[src/rtl/usbirq_pkg.sv]
package usbirq_pkg;

   localparam logic [7:0] A_IDENT   = 8'h00;
   localparam logic [7:0] A_CTRL    = 8'h04;
   localparam logic [7:0] A_STATUS  = 8'h08;
   localparam logic [7:0] A_PEND    = 8'h20;
   localparam logic [7:0] A_PEND_S  = 8'h24;
   localparam logic [7:0] A_PEND_C  = 8'h28;
   localparam logic [7:0] A_ENA     = 8'h2C;
   localparam logic [7:0] A_ENA_S   = 8'h30;
   localparam logic [7:0] A_ENA_C   = 8'h34;
   localparam logic [7:0] A_MASKED  = 8'h38;
   localparam logic [7:0] A_EOI     = 8'h3C;

   localparam int TX_LSB   = 0;
   localparam int RX_LSB   = 9;
   localparam int CORE_LSB = 16;

   typedef struct packed {
      logic ctrl;
      logic pend_set;
      logic pend_clr;
      logic ena_set;
      logic ena_clr;
      logic eoi;
   } wr_strobe_t;

   function automatic logic [31:0] legal_bits(input int n_tx, input int n_rx, input int n_core);
      logic [31:0] v;
      v = '0;
      for (int i = 0; i < n_tx; i++)   v[TX_LSB + i]   = 1'b1;
      for (int i = 0; i < n_rx; i++)   v[RX_LSB + i]   = 1'b1;
      for (int i = 0; i < n_core; i++) v[CORE_LSB + i] = 1'b1;
      return v;
   endfunction

endpackage

[src/rtl/usbirq_regdec.sv]
module usbirq_regdec
   import usbirq_pkg::*;
#(
   parameter int ADDR_W = 8
) (
   input  logic              wr_en,
   input  logic [ADDR_W-1:0] addr,
   output wr_strobe_t        strb
);
   always_comb begin
      strb          = '0;
      strb.ctrl     = wr_en && (addr == ADDR_W'(A_CTRL));
      strb.pend_set = wr_en && (addr == ADDR_W'(A_PEND_S));
      strb.pend_clr = wr_en && (addr == ADDR_W'(A_PEND_C));
      strb.ena_set  = wr_en && (addr == ADDR_W'(A_ENA_S));
      strb.ena_clr  = wr_en && (addr == ADDR_W'(A_ENA_C));
      strb.eoi      = wr_en && (addr == ADDR_W'(A_EOI));
   end
endmodule

[src/rtl/usbirq_bitreg.sv]
module usbirq_bitreg #(
   parameter int           W    = 32,
   parameter logic [W-1:0] KEEP = '1
) (
   input  logic         clk,
   input  logic         rst_n,
   input  logic         clr_all,
   input  logic [W-1:0] set_bits,
   input  logic [W-1:0] clr_bits,
   input  logic [W-1:0] hw_bits,
   output logic [W-1:0] q
);
   logic [W-1:0] nxt;

   // Events and set writes are ORed after the clear, so an event wins
   // over a simultaneous clear of the same bit.
   always_comb nxt = ((q & ~clr_bits) | set_bits | hw_bits) & KEEP;

   always_ff @(posedge clk or negedge rst_n) begin
      if (!rst_n)       q <= '0;
      else if (clr_all) q <= '0;
      else              q <= nxt;
   end
endmodule

[src/rtl/usbirq_irqgen.sv]
module usbirq_irqgen (
   input  logic clk,
   input  logic rst_n,
   input  logic srst,
   input  logic pend,
   input  logic eoi,
   output logic irq_o
);
   logic armed_q;
   logic fire;

   always_comb fire = armed_q && pend && !srst;

   always_ff @(posedge clk or negedge rst_n) begin
      if (!rst_n) begin
         armed_q <= 1'b1;
         irq_o   <= 1'b0;
      end else begin
         irq_o <= fire;
         if (srst)      armed_q <= 1'b1;
         else if (fire) armed_q <= 1'b0;
         else if (eoi)  armed_q <= 1'b1;
      end
   end
endmodule

[src/rtl/usbirq_agg.sv]
module usbirq_agg
   import usbirq_pkg::*;
#(
   parameter int          ADDR_W    = 8,
   parameter int          TX_EPS    = 5,
   parameter int          RX_EPS    = 4,
   parameter int          CORE_EVTS = 9,
   parameter logic [31:0] REV_ID    = 32'h5A01_0203
) (
   input  logic                 clk,
   input  logic                 rst_n,
   input  logic                 reg_wr_en,
   input  logic [ADDR_W-1:0]    reg_addr,
   input  logic [31:0]          reg_wdata,
   output logic [31:0]          reg_rdata,
   input  logic [TX_EPS-1:0]    tx_evt,
   input  logic [RX_EPS-1:0]    rx_evt,
   input  logic [CORE_EVTS-1:0] core_evt,
   input  logic                 vbus_drv_i,
   output logic                 irq_o
);
   localparam logic [31:0] VALID = legal_bits(TX_EPS, RX_EPS, CORE_EVTS);

   if (ADDR_W < 8 || ADDR_W > 16) begin : g_bad_addr
      $error("usbirq_agg: ADDR_W must be 8..16");
   end
   if (TX_EPS < 1 || TX_EPS > RX_LSB - 1) begin : g_bad_tx
      $error("usbirq_agg: TX_EPS out of range");
   end
   if (RX_EPS < 1 || RX_EPS > CORE_LSB - RX_LSB) begin : g_bad_rx
      $error("usbirq_agg: RX_EPS out of range");
   end
   if (CORE_EVTS < 1 || CORE_EVTS > 32 - CORE_LSB) begin : g_bad_core
      $error("usbirq_agg: CORE_EVTS out of range");
   end
   if (REV_ID == 32'h0) begin : g_bad_rev
      $error("usbirq_agg: REV_ID must be nonzero");
   end

   wr_strobe_t  strb;
   logic        srst_q;
   logic [31:0] hw_evt;
   logic [31:0] src_q;
   logic [31:0] mask_q;
   logic [31:0] masked;

   usbirq_regdec #(.ADDR_W(ADDR_W)) u_dec (
      .wr_en (reg_wr_en),
      .addr  (reg_addr),
      .strb  (strb)
   );

   always_ff @(posedge clk or negedge rst_n) begin
      if (!rst_n) srst_q <= 1'b0;
      else        srst_q <= strb.ctrl && reg_wdata[0];
   end

   always_comb begin
      hw_evt = '0;
      hw_evt[TX_LSB   +: TX_EPS]    = tx_evt;
      hw_evt[RX_LSB   +: RX_EPS]    = rx_evt;
      hw_evt[CORE_LSB +: CORE_EVTS] = core_evt;
   end

   usbirq_bitreg #(.W(32), .KEEP(VALID)) u_src (
      .clk      (clk),
      .rst_n    (rst_n),
      .clr_all  (srst_q),
      .set_bits (strb.pend_set ? reg_wdata : 32'h0),
      .clr_bits (strb.pend_clr ? reg_wdata : 32'h0),
      .hw_bits  (hw_evt),
      .q        (src_q)
   );

   usbirq_bitreg #(.W(32), .KEEP(VALID)) u_mask (
      .clk      (clk),
      .rst_n    (rst_n),
      .clr_all  (srst_q),
      .set_bits (strb.ena_set ? reg_wdata : 32'h0),
      .clr_bits (strb.ena_clr ? reg_wdata : 32'h0),
      .hw_bits  (32'h0),
      .q        (mask_q)
   );

   always_comb masked = src_q & mask_q;

   usbirq_irqgen u_irq (
      .clk   (clk),
      .rst_n (rst_n),
      .srst  (srst_q),
      .pend  (|masked),
      .eoi   (strb.eoi),
      .irq_o (irq_o)
   );

   always_comb begin
      reg_rdata = '0;
      if      (reg_addr == ADDR_W'(A_IDENT))  reg_rdata = REV_ID;
      else if (reg_addr == ADDR_W'(A_CTRL))   reg_rdata = {31'h0, srst_q};
      else if (reg_addr == ADDR_W'(A_STATUS)) reg_rdata = {31'h0, vbus_drv_i};
      else if (reg_addr == ADDR_W'(A_PEND))   reg_rdata = src_q;
      else if (reg_addr == ADDR_W'(A_ENA))    reg_rdata = mask_q;
      else if (reg_addr == ADDR_W'(A_MASKED)) reg_rdata = masked;
   end
endmodule

[config.mk]
export PLATFORM = sky130hd
export DESIGN_NAME = usbirq_agg
export DESIGN_NICKNAME = d
export VERILOG_FILES = /design/src/rtl/usbirq_pkg.sv /design/src/rtl/usbirq_regdec.sv /design/src/rtl/usbirq_bitreg.sv /design/src/rtl/usbirq_irqgen.sv /design/src/rtl/usbirq_agg.sv
export SDC_FILE = /design/constraint.sdc
export NUM_CORES = 1
export LEC_CHECK = 0
export BUFFER_PORTS_ARGS = -buffer_cell sky130_fd_sc_hd__buf_4
export CORE_ASPECT_RATIO = 1.5
export CORE_MARGIN = 5
export CORE_UTILIZATION = 43
export CTS_BUF_LIST = sky130_fd_sc_hd__clkbuf_2
export CTS_CLUSTER_DIAMETER = 100
export DETAILED_ROUTE_END_ITERATION = 7
export MAX_ROUTING_LAYER = met4
export PLACE_DENSITY = 0.73
export SLEW_MARGIN = 10
export SYNTH_ARGS = -nofsm -noshare
export SYNTH_HDL_FRONTEND = slang
export SYNTH_HIERARCHICAL = 1
export SYNTH_SLANG_ARGS = --single-unit
[constraint.sdc]
create_clock -name clk -period 4.2 [get_ports clk]
set_input_delay 0.42 -clock clk [delete_from_list [all_inputs] [get_ports clk]]
set_output_delay 0.42 -clock clk [all_outputs]
set_load 0.02 [all_outputs]
== Word-level counts from Yosys, hierarchy flattened ==
Index checks and enable logic that the tools add are counted.
Cells by class
  equal/unequal tests: 10
  mux-type cells: 15
  reductions and logical operators: 13
  bitwise logic cells: 8
Operator list (number)
  $mux 32: 6
  $mux 25: 6
  $and 25x25->25: 3
  $or 25x25->25: 3
  $eq 8x6->1 const B: 8
  $not 25->25: 2
  $reduce_or 32->1: 1
  $logic_and 1x1->1: 9
  $eq 8x3->1 const B: 1
  $eq 8x4->1 const B: 1
  $logic_not 8->1: 1
  $mux 1: 3
  $reduce_bool 3->1: 1
  $logic_not 1->1: 1
Storage, ports and cells
  logic and storage cells: 51
  output and inout bits: 33
  flip-flop bits (word level): 53
  input port bits: 62

== Logic depth before layout (Yosys ltp) ==
  depth after elaboration: 8
  gate-level depth with buffers: 7
  mapped depth without buffers: 6

== Modules after synthesis ==
The synthesis kept the hierarchy.
Modules (own cells, without submodules)
  usbirq_agg: cells each 292, area each 1818.0 sq um, instances 1, sequential area each 25.0 sq um
  usbirq_bitreg: cells each 89, area each 898.4 sq um, instances 2, sequential area each 450.4 sq um
  usbirq_regdec: cells each 13, area each 111.4 sq um, instances 1, sequential area each 0.0 sq um
  usbirq_irqgen: cells each 6, area each 72.6 sq um, instances 1, sequential area each 51.3 sq um

== Least setup slack after synthesis ==
OpenSTA, ideal clock, no wires.
  path type: input-to-output
  from: input reg_addr[1]
  to: output reg_rdata[0]
  required time: 3.780 ns
  arrival time: 1.739 ns
  stages: 4
  setup slack: 2.041 ns
  buffers on the path: 0
  cells stage by stage: nor3_1 nand2_1 a2bb2oi_1 o32ai_1
On the way
  cells in the longest elaborated chain, start to end: 7
  elaborated cells between the ends (all ways): 12
  those cells by class: 5 x eq/ne; 6 x mux; 1 x reduce/logical
Ends and longest elaborated chain
  from (decl): RTL line usbirq_agg.sv:13  | input logic [ADDR_W-1:0] reg_addr,
  $eq 8x6->1: RTL line usbirq_agg.sv:103  | else if (reg_addr == ADDR_W'(A_MASKED)) reg_rdata = masked;
  $mux 32: RTL line usbirq_agg.sv:103
  $mux 32: RTL line usbirq_agg.sv:102  | else if (reg_addr == ADDR_W'(A_ENA)) reg_rdata = mask_q;
  $mux 32: RTL line usbirq_agg.sv:101  | else if (reg_addr == ADDR_W'(A_PEND)) reg_rdata = src_q;
  $mux 32: RTL line usbirq_agg.sv:100  | else if (reg_addr == ADDR_W'(A_STATUS)) reg_rdata = {31'h0, vbus_drv_i};
  $mux 32: RTL line usbirq_agg.sv:99  | else if (reg_addr == ADDR_W'(A_CTRL)) reg_rdata = {31'h0, srst_q};
  $mux 32 (*): RTL line usbirq_agg.sv:98  | if (reg_addr == ADDR_W'(A_IDENT)) reg_rdata = REV_ID;
  to (decl): RTL line usbirq_agg.sv:15  | output logic [31:0] reg_rdata,
Every way passes the cells marked *; elsewhere a longest branch is shown, timed or not.

== Final worst setup path ==
  from: input reg_addr[7]
  to: output reg_rdata[10]
Same word-level chain as after synthesis.

==> impl_metrics.env <==
export IMPL_run_status="complete, no violations"
export IMPL_layout_min_cycle_time_ps=2930
export IMPL_min_to="u_src/q[21]"
export IMPL_dp_cells=601
export IMPL_cts_tree="built"
export IMPL_final_cell_area_sq_mm=0.00404
export IMPL_cap_violations=0
export IMPL_finalSetupViolCount=0
export IMPL_tns_ps=0
export IMPL_cts_root_buffer_cell="clkbuf_2"
export IMPL_htree_levels=2
export IMPL_rrSetupSlack_ps=2230
export IMPL_dr_pass1_iters=4
export IMPL_hold_class="in2reg"
export IMPL_insertion_delay_ps=430
export IMPL_wire_per_inst_um=14.8
export IMPL_clock_skew_ps=23.1
export IMPL_grt_pass1_wl_um=14600
export IMPL_cp_arrival_ps=2510
export IMPL_grt_max_degree=40
export IMPL_fp_dieH_um=120
export IMPL_grt_antenna_before_repair=1
export IMPL_ant_nets=0
export IMPL_r2r_end="u_irq/irq_o"
export IMPL_drc=0
export IMPL_overflow=0
export IMPL_ff2ff_path_depth=6
export IMPL_nets=566
export IMPL_totalWireLength_um=9070
export IMPL_start_kind="input port"
export IMPL_hold_start="core_evt[5]"
export IMPL_start_util_pct=43.6
export IMPL_gp_congestion=0.840
export IMPL_clk_path_buf_depth=2
export IMPL_worst_slew_pin_slew_ps=1140
export IMPL_relSlewSlack_pct=23.5
export IMPL_rsz0062_at_grt="no"
export IMPL_numCtsBuffers=5
export IMPL_area_growth_pct=17.2
export IMPL_max_freq_mhz=341
export IMPL_crit_path_end_kind="output port"
export IMPL_drt_initial_drc_count=177
export IMPL_r2r_start="u_mask/q[11]"
export IMPL_num_rows=40
export IMPL_fin_crit_sh_pct=69.7
export IMPL_powerDensity_mw_per_mm2=199
export IMPL_placed_area_sq_mm=0.00394
export IMPL_portBuffers=70
export IMPL_core_sq_mm=0.00791
export IMPL_grt_pass1_vias=3146
export IMPL_syn_area_sq_mm=0.00345
export IMPL_synthCells=433
export IMPL_drive_above_1_share_pct=23.6
export IMPL_postSynthAreaPerCell_sq_um=7.96
export IMPL_critical_path_max_fanout=22
export IMPL_worst_setup_path_type="in2out"
export IMPL_cp_required_ps=3780
export IMPL_ys_warn_count=6
export IMPL_path_clk_slew_ps=230
export IMPL_min_delay_path_depth=3
export IMPL_drv_slew=0
export IMPL_die_area_sq_mm=0.00995
export IMPL_clock_sinks=39
export IMPL_die_w_um=83.1
export IMPL_place_hpwl_um=6610
export IMPL_num_vias=3174
export IMPL_grt_usage_pct=18.3
export IMPL_instances_no_fill=611
export IMPL_ir_drop_mv=0.197
export IMPL_leakagePower_nw=1.89
export IMPL_final_hold_viol_count=0
export IMPL_avgViaCountPerCell=5.19
export IMPL_io_pins=95
## cell usage in the layout, fill, tap and decap left out, types with 11 or more instances in the layout
cell       n
buf_4     76
and2_1    74
nand2_1   29
nor2_1    47
o21ai_0   13
conb_1    46
o21ai_1   11
nand2b_1  37
a21oi_2   20
dfrtp_1   38
a22oi_1   25
a21oi_1   18
## flip-flops by register name, indices dropped and copies added, names as in the netlist
| name | cells |
|---|---|
| u_src/q | 18 |
| u_irq/armed_q | 1 |
| u_irq/irq_o | 1 |
| srst_q | 1 |
| u_mask/q | 18 |
## worst max-delay path, cell delays in order
cell and delay, ps:
buf_4 130, nor4b_2 330, and4_1 860, buf_4 320, a22oi_1 100, o21ai_0 160, buf_4 180
## how the worst max path moves through the flow
stage | start | to | slack, ps
2_1_floorplan | reg_addr[1] | reg_rdata[0] | 2040
3_3_place_gp | reg_addr[7] | reg_rdata[10] | 1330
3_5_place_dp | reg_addr[7] | reg_rdata[10] | 1290
4_1_cts | reg_addr[7] | reg_rdata[10] | 1280
5_1_grt | reg_addr[7] | reg_rdata[10] | 1130
6_report | reg_addr[7] | reg_rdata[10] | 1270
## routing by layer
| metal | global-route usage [%] | wire length [um] | part of all wire (%) |
|---|---|---|---|
| met5 | - | 0 | 0 |
| met2 | 32.3 | 4790 | 53 |
| met4 | 7.46 | 189 | 2.1 |
| met1 | 20.9 | 3840 | 42 |
| met3 | 2.27 | 251 | 2.8 |
## cell type report
type | instances | area (sq um)
sequential | 39 | 977
tap | 105 | 131
inverter | 2 | 7.51
clock inverter | 3 | 67.6
antenna | 1 | 2.50
clock buffer | 5 | 25.0
multi-input combinational | 379 | 2250
timing repair buffer | 77 | 581
fill | 828 | 3860
## through the flow
stage	utilization, %	total power [mW]	setup WS [ps]	hold slack, ps
2_1_floorplan	-	0.463	2040	124
3_3_place_gp	49.8	0.504	1330	429
3_5_place_dp	49.8	0.507	1290	434
4_1_cts	51.1	0.807	1280	204
5_1_grt	51.1	0.836	1130	185
6_report	51.1	0.804	1270	217
## repair_timing
action / 4_1_cts / 5_1_grt
setup endpoints to repair: 0 / 0
resized for setup: 0 / 0
endpoints found under the hold margin: 38 / 0
hold buffers: 1 / 0
buffers inserted: 0 / 0
## report_power, final
group / total (mW) / internal (mW) / switching (mW)
registers: 0.382 / 0.381 / 0.00185
logic: 0.121 / 0.0545 / 0.0669
clock network: 0.300 / 0.160 / 0.141
total: 0.804 / 0.595 / 0.209
(Power assumes the default switching activity.)
